File: config.mk
export PLATFORM = sky130hd
export DESIGN_NAME = inbound_window_xlate
export DESIGN_NICKNAME = d
export VERILOG_FILES = /design/src/rtl/iwx_pkg.sv /design/src/rtl/iwx_regs.sv /design/src/rtl/iwx_lookup.sv /design/src/rtl/inbound_window_xlate.sv
export SDC_FILE = /design/constraint.sdc
export NUM_CORES = 1
export LEC_CHECK = 0
export BUFFER_PORTS_ARGS = -buffer_cell sky130_fd_sc_hd__buf_4
export CORE_ASPECT_RATIO = 1.75
export CORE_MARGIN = 2
export CORE_UTILIZATION = 40
export CTS_CLUSTER_SIZE = 25
export DETAILED_ROUTE_END_ITERATION = 16
export GPL_ROUTABILITY_DRIVEN = 0
export GPL_TIMING_DRIVEN = 0
export PLACE_DENSITY = 0.76
export SETUP_SLACK_MARGIN = 0.15
export SYNTH_ARGS = -nofsm -noshare
export SYNTH_HDL_FRONTEND = slang
export SYNTH_HIERARCHICAL = 1
export SYNTH_SLANG_ARGS = --single-unit
File: constraint.sdc
create_clock -name clk -period 1.5 [get_ports clk]
set_input_delay 0.15 -clock clk [delete_from_list [all_inputs] [get_ports clk]]
set_output_delay 0.15 -clock clk [all_outputs]
set_load 0.03 [all_outputs]
File: src/rtl/iwx_pkg.sv
package iwx_pkg;
  typedef enum logic [1:0] {
    SEL_LIMIT = 2'd0,
    SEL_BASE  = 2'd1,
    SEL_XLATE = 2'd2,
    SEL_NONE  = 2'd3
  } iwx_sel_e;
endpackage

File: src/rtl/iwx_regs.sv
module iwx_regs
  import iwx_pkg::*;
#(
  parameter int ADDR_W = 32,
  parameter int PAGE_LSB = 12,
  parameter logic [ADDR_W-1:0] LIMIT_RESET = 32'hFF00_0000
) (
  input  logic                         clk,
  input  logic                         rst_n,
  input  logic                         wen,
  input  logic [1:0]                   sel,
  input  logic [ADDR_W-1:0]            wdata,
  output logic [ADDR_W-1:0]            rdata,
  output logic [ADDR_W-PAGE_LSB-1:0]   mask,
  output logic [ADDR_W-PAGE_LSB-1:0]   base_pg,
  output logic [ADDR_W-PAGE_LSB-1:0]   xlate_pg,
  output logic                         claim_dis
);
  localparam int UPW = ADDR_W - PAGE_LSB;

  iwx_sel_e        sel_e;
  logic            wr_limit, wr_base, wr_xlate;
  logic [UPW-1:0]  wpage;

  assign sel_e    = iwx_sel_e'(sel);
  assign wpage    = wdata[ADDR_W-1:PAGE_LSB];
  assign wr_limit = wen && (sel_e == SEL_LIMIT);
  assign wr_base  = wen && (sel_e == SEL_BASE);
  assign wr_xlate = wen && (sel_e == SEL_XLATE);

  // limit word: mask in the page bits, claim-disable in bit 0
  always_ff @(posedge clk) begin
    if (!rst_n) begin
      mask      <= LIMIT_RESET[ADDR_W-1:PAGE_LSB];
      claim_dis <= 1'b0;
    end else if (wr_limit) begin
      mask      <= wpage;
      claim_dis <= wdata[0];
    end
  end

  // base: each bit writable only under its mask bit, re-masked on limit write
  for (genvar i = 0; i < UPW; i++) begin : g_base_bit
    always_ff @(posedge clk) begin
      if (!rst_n) begin
        base_pg[i] <= 1'b0;
      end else if (wr_limit) begin
        base_pg[i] <= base_pg[i] & wpage[i];
      end else if (wr_base) begin
        base_pg[i] <= wpage[i] & mask[i];
      end
    end
  end

  // translation word: page bits only
  always_ff @(posedge clk) begin
    if (!rst_n) begin
      xlate_pg <= '0;
    end else if (wr_xlate) begin
      xlate_pg <= wpage;
    end
  end

  always_comb begin
    unique case (sel_e)
      SEL_LIMIT: rdata = {mask, {(PAGE_LSB-1){1'b0}}, claim_dis};
      SEL_BASE:  rdata = {base_pg, {PAGE_LSB{1'b0}}};
      SEL_XLATE: rdata = {xlate_pg, {PAGE_LSB{1'b0}}};
      default:   rdata = '0;
    endcase
  end

  // base never holds a bit outside the mask
  assert_base_in_mask_R2: assert property (@(posedge clk) disable iff (!rst_n)
    (base_pg & ~mask) == '0);

  // write under an empty mask leaves base at zero
  assert_zero_mask_ignores_R3: assert property (@(posedge clk) disable iff (!rst_n)
    (wr_base && mask == '0) |=> base_pg == '0);

  // limit write clears newly read-only base bits at once
  assert_limit_remask_R5: assert property (@(posedge clk) disable iff (!rst_n)
    wr_limit |=> (base_pg & ~$past(wpage)) == '0);
endmodule

File: src/rtl/iwx_lookup.sv
module iwx_lookup #(
  parameter int ADDR_W = 32,
  parameter int PAGE_LSB = 12
) (
  input  logic                        clk,
  input  logic                        rst_n,
  input  logic                        req_valid,
  output logic                        req_ready,
  input  logic [ADDR_W-1:0]           req_addr,
  input  logic                        req_is_mem,
  input  logic [ADDR_W-PAGE_LSB-1:0]  mask,
  input  logic [ADDR_W-PAGE_LSB-1:0]  base_pg,
  input  logic [ADDR_W-PAGE_LSB-1:0]  xlate_pg,
  input  logic                        claim_dis,
  output logic                        rsp_valid,
  input  logic                        rsp_ready,
  output logic                        rsp_claim,
  output logic [ADDR_W-1:0]           rsp_addr
);
  localparam int UPW = ADDR_W - PAGE_LSB;

  logic            accept;
  logic [UPW-1:0]  req_pg;
  logic            win_en, in_win, claim_d;
  logic [UPW-1:0]  out_pg;

  assign req_ready = !rsp_valid || rsp_ready;
  assign accept    = req_valid && req_ready;
  assign req_pg    = req_addr[ADDR_W-1:PAGE_LSB];

  assign win_en  = |mask;
  assign in_win  = ((req_pg ^ base_pg) & mask) == '0;
  assign claim_d = req_is_mem && win_en && in_win && !claim_dis;
  assign out_pg  = (xlate_pg & mask) | (req_pg & ~mask);

  always_ff @(posedge clk) begin
    if (!rst_n) begin
      rsp_valid <= 1'b0;
      rsp_claim <= 1'b0;
      rsp_addr  <= '0;
    end else if (accept) begin
      rsp_valid <= 1'b1;
      rsp_claim <= claim_d;
      rsp_addr  <= {out_pg, req_addr[PAGE_LSB-1:0]};
    end else if (rsp_ready) begin
      rsp_valid <= 1'b0;
    end
  end

  // response follows acceptance by one cycle
  assert_rsp_after_accept_R11: assert property (@(posedge clk) disable iff (!rst_n)
    accept |=> rsp_valid);

  // a held response does not move
  assert_rsp_hold_R11: assert property (@(posedge clk) disable iff (!rst_n)
    (rsp_valid && !rsp_ready) |=> rsp_valid && $stable(rsp_claim) && $stable(rsp_addr));

  // non-memory cycles never claim
  assert_nonmem_no_claim_R7: assert property (@(posedge clk) disable iff (!rst_n)
    (accept && !req_is_mem) |=> !rsp_claim);

  // claim disable blocks every claim
  assert_claim_disable_R8: assert property (@(posedge clk) disable iff (!rst_n)
    (accept && claim_dis) |=> !rsp_claim);

  // offset within the page passes through
  assert_offset_pass_R9: assert property (@(posedge clk) disable iff (!rst_n)
    accept |=> rsp_addr[PAGE_LSB-1:0] == $past(req_addr[PAGE_LSB-1:0]));
endmodule

File: src/rtl/inbound_window_xlate.sv
module inbound_window_xlate #(
  parameter int ADDR_W = 32,
  parameter int PAGE_LSB = 12,
  parameter logic [ADDR_W-1:0] LIMIT_RESET = 32'hFF00_0000
) (
  input  logic              clk,
  input  logic              rst_n,
  input  logic              cfg_wen,
  input  logic [1:0]        cfg_sel,
  input  logic [ADDR_W-1:0] cfg_wdata,
  output logic [ADDR_W-1:0] cfg_rdata,
  input  logic              lk_req_valid,
  output logic              lk_req_ready,
  input  logic [ADDR_W-1:0] lk_req_addr,
  input  logic              lk_req_is_mem,
  output logic              lk_rsp_valid,
  input  logic              lk_rsp_ready,
  output logic              lk_rsp_claim,
  output logic [ADDR_W-1:0] lk_rsp_addr
);
  localparam int UPW = ADDR_W - PAGE_LSB;

  logic [UPW-1:0] mask, base_pg, xlate_pg;
  logic           claim_dis;

  iwx_regs #(
    .ADDR_W(ADDR_W), .PAGE_LSB(PAGE_LSB), .LIMIT_RESET(LIMIT_RESET)
  ) u_regs (
    .clk(clk), .rst_n(rst_n),
    .wen(cfg_wen), .sel(cfg_sel), .wdata(cfg_wdata), .rdata(cfg_rdata),
    .mask(mask), .base_pg(base_pg), .xlate_pg(xlate_pg), .claim_dis(claim_dis)
  );

  iwx_lookup #(
    .ADDR_W(ADDR_W), .PAGE_LSB(PAGE_LSB)
  ) u_lookup (
    .clk(clk), .rst_n(rst_n),
    .req_valid(lk_req_valid), .req_ready(lk_req_ready),
    .req_addr(lk_req_addr), .req_is_mem(lk_req_is_mem),
    .mask(mask), .base_pg(base_pg), .xlate_pg(xlate_pg), .claim_dis(claim_dis),
    .rsp_valid(lk_rsp_valid), .rsp_ready(lk_rsp_ready),
    .rsp_claim(lk_rsp_claim), .rsp_addr(lk_rsp_addr)
  );
endmodule

==> results of run 1 <==
## area by class of cell
type | count | area share (%)
clock inverters | 1 | 0.480
multi-input cells | 414 | 41.2
inverters | 2 | 0.120
clock buffers | 13 | 4.00
flip-flops and latches | 95 | 31.6
well taps | 135 | 2.70
plain buffers | 55 | 5.34
repair buffers | 121 | 14.5
## path summary, 6_finish.rpt
kind	startpoint	endpoint	slack [ns]
min	cfg_wdata[0]	u_regs/claim_dis	0.03
max	u_regs/mask[6]	cfg_rdata[18]	0.16
max reg2reg	u_regs/base_pg[12]	u_lookup/rsp_claim	0.17
min reg2reg	u_lookup/rsp_addr[5]	u_lookup/rsp_addr[5]	0.46
## cells by family (layout without fill, tap and decap cells)
kind of cell	count (synthesis)	after routing	share of synthesized area [%]
XOR/XNOR	20	20	3.69
other	1	11	0.0790
multiplexers	40	40	8.44
flip-flops	95	95	40.1
buffers and inverters	57	192	6.72
AND/OR/NAND/NOR	237	237	24.4
AO/OA/AOI/OAI	106	106	16.6
## where the power goes
group / total [mW] / switching, mW / internal (mW)
Sequential: 2.73 / 0.110 / 2.62
Combinational: 1.16 / 0.695 / 0.461
Clock: 2.22 / 0.900 / 1.32
## per-layer routing
metal  global-route usage, %  routed length (um)  vias up
li1                        -                   -     2234
met1                    26.2                5500     2248
met2                    42.0                8190      263
met3                    3.72                1050       61
met4                    16.2                 842        0
met5                       0                   0        -
## flip-flops by register name (all words and copies together), names as in the netlist
| name | cells |
|---|---|
| u_lookup/rsp_addr | 32 |
| u_lookup/rsp_claim | 1 |
| u_lookup/rsp_valid | 1 |
| u_regs/base_pg | 20 |
| u_regs/claim_dis | 1 |
| u_regs/mask | 20 |
| u_regs/xlate_pg | 20 |
## through the flow
stage	utilization [%]	setup TNS (ns)	cell area, um2	instances
2_1_floorplan	-	0	4790	566
3_3_place_gp	50.2	-1.23	5810	815
3_5_place_dp	50.2	-1.57	5810	815
4_1_cts	53.1	0	6150	829
5_1_grt	54.1	0	6260	836
6_report	54.1	0	6260	836
## critical path, cell delays in order (launching register included)
cell	delay (ns)
dfxtp_4	0.41
mux2i_1	0.09
o21ai_1	0.16
buf_4	0.19
## placed cells by master (no fill, tap or decap), types with 2 or more instances in the layout
master and instances:
buf_4 134, nand2_1 109, nand3_1 85, dfxtp_1 68
mux2i_1 40, o21ai_1 21, o211a_1 20, o21ai_0 20
xor2_1 19, clkbuf_1 18, dfxtp_4 18, nand4_1 17
buf_2 13, a21boi_0 13, o21ai_2 12, conb_1 11
clkbuf_16 9, dfxtp_2 9, nand3_2 9, buf_6 7
nor4_1 5, a21oi_1 5, o22ai_1 5, a22o_1 3
a221oi_2 3, buf_1 3, clkbuf_4 2, inv_1 2
a22oi_1 2, clkbuf_2 2, nor3b_2 2, nor2b_1 2
## what timing repair did
item / CTS / global route
setup buffers: 0 / 7
pin swaps: 0 / 8
hold buffers: 0 / 0
gates resized for setup: 34 / 26
setup endpoints to repair: 20 / 24
==> metrics.yaml, run 1 <==
yosysMostFrequentCell: "nand2_1"
p_per_area_nw_per_um2: 976
cts-htree-levels: 3
ys_seq_elements: 95
cp_max_fo: 6
die-area_um2: 12800
io_pins: 139
area_growth_pct: 32.0
drc: 0
drt_first_pass_iters: 5
die_w_um: 86.3
yosys.area.top_type_share_pct: 40.1
fillCellCount: 1115
grt_max_degree: 14
layout-drive-gt1-share_pct: 32.2
timing.final.ws_setup_ns: 0.160
port_buffers: 114
wl_per_cell_um: 18.6
ys_top_cells_by_count: "nand2_1, dfxtp_1, nand3_1"
cap_violations: 0
netlist_area_um2: 4740
yosysTopAreaCell: "dfxtp_1"
fin_nets: 770
multiInputGateArea_um2: 2580
worst_slew_pin_slew_ns: 0.653
root_buffer: "clkbuf_16"
coreArea_um2: 11600
status: "completed"
dp_hpwl_um: 11700
n_antenna_cell: 0
holdPathStages: 3
ant_nets: 0
slew_headroom_pct: 56.5
place_ws_ns: -0.157
hold-worst-slack_ns: 0.0336
antenna_found_initial: 0
ys_warn_count: 6
min_period_ns: 1.34
die_h_um: 148
synth_edf_count: 0
cts_tree: "yes"
r2r_cells: 4
gr-total-overflow: 0
rsz0062_at_grt: "true"
vdd_ir_drop_max_v: 0.000557
hp-class: "in2reg"
grt_usage_pct: 24.1
maxSlewViolCount: 0
num_vias: 4806
clockBufferDepth: 2
synth.avg_cell_area_um2: 8.53
fin_crit_sh_pct: 89.3
clk_pin_slew_worst_paths_ns: 0.06
end_kind: "primary output"
start_kind: "flip-flop"
insertion_delay_ns: 0.34
path_class: "reg2out"
power.total_mw: 6.11
worst_ep_arrival_time_ns: 1.19
setup_viol: 0
start_util_pct: 41.0
synthCells: 556
seqCellArea_um2: 1980
drt_iter0_markers: 464
synth_cell_types: 37
grt_pass1_vias: 4723
cts.sinks: 95
placementRows: 52
max_freq_mhz: 746
asyncSetResetFlopFracSynth_pct: 0
p_leak_nw: 2.91
wl_um: 15600
vias_per_cell: 5.75
skew_ns: 0.00622
synthTopCellsByArea: "dfxtp_1, nand3_1, nand2_1"
yosysSeqAreaShare_pct: 40.1
critPathRequiredTime_ns: 1.35
numCtsBuffers: 9
synth-main-ff-cell: "dfxtp_1"
grt_pass1_wl_um: 23900
hold_violations: 0
(Power assumes the default switching activity.)
==> run 2: changes to the inputs <==
CELL_PAD_IN_SITES_DETAIL_PLACEMENT = 1   (was unset)
CELL_PAD_IN_SITES_GLOBAL_PLACEMENT = 1   (was unset)
CORE_UTILIZATION = 38   (was 40)
PLACE_DENSITY = 0.92   (was 0.76)
==> metrics.yaml, run 2 (synthesized netlist as in run 1, its figures left out) <==
status: "completed"
wl_um: 19800
power.total_mw: 6.14
worst_ep_arrival_time_ns: 1.24
insertion_delay_ns: 0.35
hp-class: "in2reg"
cp_cell_sequence: "mux2i_1 > o21ai_1 > buf_4"
cap_violations: 0
placementRows: 54
drt_iter0_markers: 525
dp_cells: 848
crit_slowest_cell: "dfxtp_1"
antenna_found_initial: 0
numCtsBuffers: 9
cts.sinks: 95
crit_buf_inv: 1
critPathRequiredTime_ns: 1.35
grt_max_degree: 14
slew_headroom_pct: 51.6
fin_crit_sh_pct: 92.4
timing.final.ws_setup_ns: 0.114
start_kind: "flip-flop"
wl_per_cell_um: 22.5
die-area_um2: 13400
cp_max_fo: 3
worst_path_largest_cell_delay_ns: 0.40
die_h_um: 152
design_area_um2: 6400
die_w_um: 88.5
dp_hpwl_um: 13700
root_buffer: "clkbuf_16"
p_per_area_nw_per_um2: 959
fillCellCount: 1500
port_buffers: 114
place_area_um2: 5850
rsz0062_at_grt: "true"
fin_nets: 779
hold_violations: 0
start_util_pct: 38.6
cts_tree: "yes"
vdd_ir_drop_max_v: 0.000565
place_ws_ns: -0.204
clk_pin_slew_worst_paths_ns: 0.06
max_freq_mhz: 721
path_class: "reg2out"
ctsHoldBuffers: 0
grt_pass1_wl_um: 29200
maxSlewViolCount: 0
end_kind: "primary output"
gr-total-overflow: 0
final_cell_mix: "buf_4, nand2_1, nand3_1"
drc: 0
n_antenna_cell: 0
clockBufferDepth: 2
coreArea_um2: 12300
vias_per_cell: 5.90
drt_first_pass_iters: 7
seqCellArea_um2: 1990
fin_cells: 878
min_period_ns: 1.39
p_leak_nw: 2.97
multiInputGateArea_um2: 2600
layout_commonest_cell: "buf_4"
setup_viol: 0
cts-htree-levels: 3
grt_pass1_vias: 5446
skew_ns: 0.00620
critPathTopFamily: "flip-flops"
largest_reg_flops: 32
layout-drive-gt1-share_pct: 34.2
num_vias: 5183
ant_nets: 0
area_growth_pct: 34.9
io_pins: 139
worst_slew_pin_slew_ns: 0.727
regMostFlops: "u_lookup/rsp_addr"
grt_usage_pct: 28.3
==> run 2: cell types whose count changed in the layout (fill, tap and decap cells not counted), sizes merged <==
cell and change:
buf +5, clkinv +1, bufinv -1, clkbuf +4
==> run 2: final cells by class <==
class / count / area share, %
Multi-Input combinational cell: 414 / 40.7
Sequential cell: 95 / 31.0
Timing Repair Buffer: 130 / 15.4
Buffer: 55 / 5.41
Clock buffer: 13 / 4.07
Tap cell: 168 / 3.28
Inverter: 2 / 0.117
Clock inverter: 1 / 0.0782
==> run 2: path summary, 6_finish.rpt <==
check                            start              endpoint  slack [ns]  depth (start not counted)
hold / removal            cfg_wdata[0]      u_regs/claim_dis        0.02                          3
setup / recovery    u_regs/xlate_pg[7]         cfg_rdata[19]        0.11                          3
hold reg to reg   u_lookup/rsp_addr[1]  u_lookup/rsp_addr[1]        0.47                          2
setup reg to reg       u_regs/mask[16]    u_lookup/rsp_claim        0.12                          5
==> run 2: layer usage <==
layer  routed length, um  global-route usage [%]
met1                6750                    29.1
met2               10200                    50.0
met3                1240                    5.16
met4                1610                    18.8
met5                   0                       0
==> run 2: power breakdown <==
part,switching (mW),leakage (nW),total (mW),internal [mW]
Combinational,0.766,2.05,1.24,0.479
Sequential,0.108,0.790,2.73,2.62
Clock,0.965,0.132,2.16,1.20
==> run 2: worst reg2reg max path: cells and delay by family (launching register included) <==
| kind | cells | cell delay (ns) |
|---|---|---|
| flip-flops | 1 | 0.34 |
| AND/OR/NAND/NOR | 3 | 0.69 |
| AO/OA/AOI/OAI | 1 | 0.08 |
| buffers and inverters | 1 | 0.16 |
==> run 2: stage by stage <==
stage	hold WS, ns	util, %	setup TNS, ns
6_report	0.0213	52.1	0
2_1_floorplan	0.274	-	0
3_3_place_gp	0.378	47.6	-2.04
5_1_grt	0.0618	52.1	0
3_5_place_dp	0.379	47.6	-3.72
4_1_cts	0.0199	50.5	0
==> run 2: repair_timing <==
item	CTS	global route
pin swaps	2	10
gates cloned	0	0
resized for setup	41	32
buffers inserted	2	14
setup endpoints to repair	21	37
==> run 3: changes to the inputs <==
CORE_ASPECT_RATIO = 1.25   (was 1.75)
==> metrics.yaml, run 3 (synthesized netlist as in run 1, its figures left out) <==
largest_reg_flops: 32
drc: 0
p_per_area_nw_per_um2: 985
max_freq_mhz: 639
clockBufferDepth: 2
rsz0062_at_grt: "true"
dp_cells: 844
p_int_mw: 4.45
worst_path_largest_cell_delay_ns: 0.36
die_h_um: 129
power_frac_comb_pct: 20.3
io_pins: 139
cp_cell_sequence: "xor2_1 > a22o_1 > a221oi_2 > nand4_1 > o21ai_1"
cts-htree-levels: 3
num_vias: 5445
numCtsBuffers: 9
grt_pass1_wl_um: 29900
status: "complete, but fails checks"
crit_slowest_cell: "dfxtp_2"
hold_violations: 0
cp_max_fo: 4
end_kind: "flip-flop"
tns_ns: -0.0643
critPathTopFamily: "compound AO/OA/AOI/OAI gates"
dp_hpwl_um: 13000
die_w_um: 104
worst_slew_pin_slew_ns: 0.851
vias_per_cell: 6.19
p_clk_share_pct: 36.8
wl_um: 22000
final_cell_mix: "buf_4, nand2_1, nand3_1"
violations: "setup timing"
switching_share_pct: 30.4
regMostFlops: "u_lookup/rsp_addr"
placementRows: 45
layout-drive-gt1-share_pct: 35.8
die-area_um2: 13400
worst_ep_arrival_time_ns: 1.83
start_kind: "flip-flop"
n_antenna_cell: 0
pwr-share-seq_pct: 42.9
cap_violations: 0
layout_commonest_cell: "buf_4"
wl_per_cell_um: 25.1
crit_buf_inv: 0
hold-worst-slack_ns: 0.0470
cts_tree: "yes"
clk_pin_slew_worst_paths_ns: 0.07
gr-total-overflow: 0
ctsHoldBuffers: 0
p_leak_nw: 3.02
antenna_found_initial: 0
coreArea_um2: 12200
maxSlewViolCount: 0
grt_pass1_vias: 5465
insertion_delay_ns: 0.35
fin_crit_sh_pct: 104
area_growth_pct: 36.7
grt_max_degree: 15
fin_cells: 880
fillCellCount: 1473
path_class: "reg2reg"
setup_viol: 1
place_area_um2: 5850
drt_first_pass_iters: 7
ant_nets: 0
critPathRequiredTime_ns: 1.76
drt_iter0_markers: 535
start_util_pct: 39.0
hp-class: "in2reg"
fin_util_pct: 53.3
design_area_um2: 6480
vdd_ir_drop_max_v: 0.000498
slew_headroom_pct: 43.3
root_buffer: "clkbuf_16"
fin_nets: 784
min_period_ns: 1.56
skew_ns: 0.00877
cts.sinks: 95
grt_usage_pct: 28.8
timing.final.ws_setup_ns: -0.0643
p_sw_mw: 1.94
port_buffers: 114
run 3: tightest hold or removal path, stage by stage:
cell and delay (ns):
buf_4 0.08, nand3_1 0.07, nand2_1 0.07
run 3: layout make-up:
type,count,area [um2],share of cell area (%)
inverter,2,7.51,0.116
tap,164,205,3.16
sequential,95,1980,30.6
buffer,55,347,5.35
timing repair buffer,135,1020,15.8
clock buffer,12,246,3.80
multi-input combinational,414,2630,40.5
clock inverter,3,43.8,0.675
run 3: worst paths after layout:
kind | from | cells past startpoint | slack, ns | end
worst min-delay path | cfg_wdata[0] | 3 | 0.05 | u_regs/claim_dis
worst max-delay path | u_regs/base_pg[7] | 5 | -0.06 | u_lookup/rsp_claim
worst max register to register | u_regs/base_pg[7] | 5 | -0.06 | u_lookup/rsp_claim
worst min register to register | u_lookup/rsp_addr[7] | 2 | 0.48 | u_lookup/rsp_addr[7]
run 3: routing by layer:
layer | GRT usage (%) | part of all wire, %
met1 | 30.4 | 34
met2 | 51.3 | 49
met3 | 5.98 | 8.8
met4 | 21.0 | 8.3
met5 | 0 | 0
run 3: per-stage QoR:
stage	power, mW	setup slack (ns)
after detailed placement	3.94	-0.253
after CTS	6.25	0.0836
after floorplan	3.45	0.177
after global placement	3.90	-0.189
final	6.39	-0.0643
after global routing	6.52	-0.0431
run 3: power by group through the flow:
stage / Clock [mW] / Sequential, mW / Combinational (mW)
floorplan: 0 / 2.90 / 0.551
global placement: 0 / 2.80 / 1.10
detailed placement: 0 / 2.80 / 1.14
CTS: 2.33 / 2.75 / 1.18
global route: 2.43 / 2.75 / 1.35
finish: 2.35 / 2.74 / 1.30
run 3: timing repair:
action | CTS | global route
gates resized for setup | 42 | 43
buffers inserted | 2 | 18
cloned | 0 | 1
pin swaps | 6 | 8
setup endpoints to repair | 22 | 31
hold endpoints to repair | 0 | 0
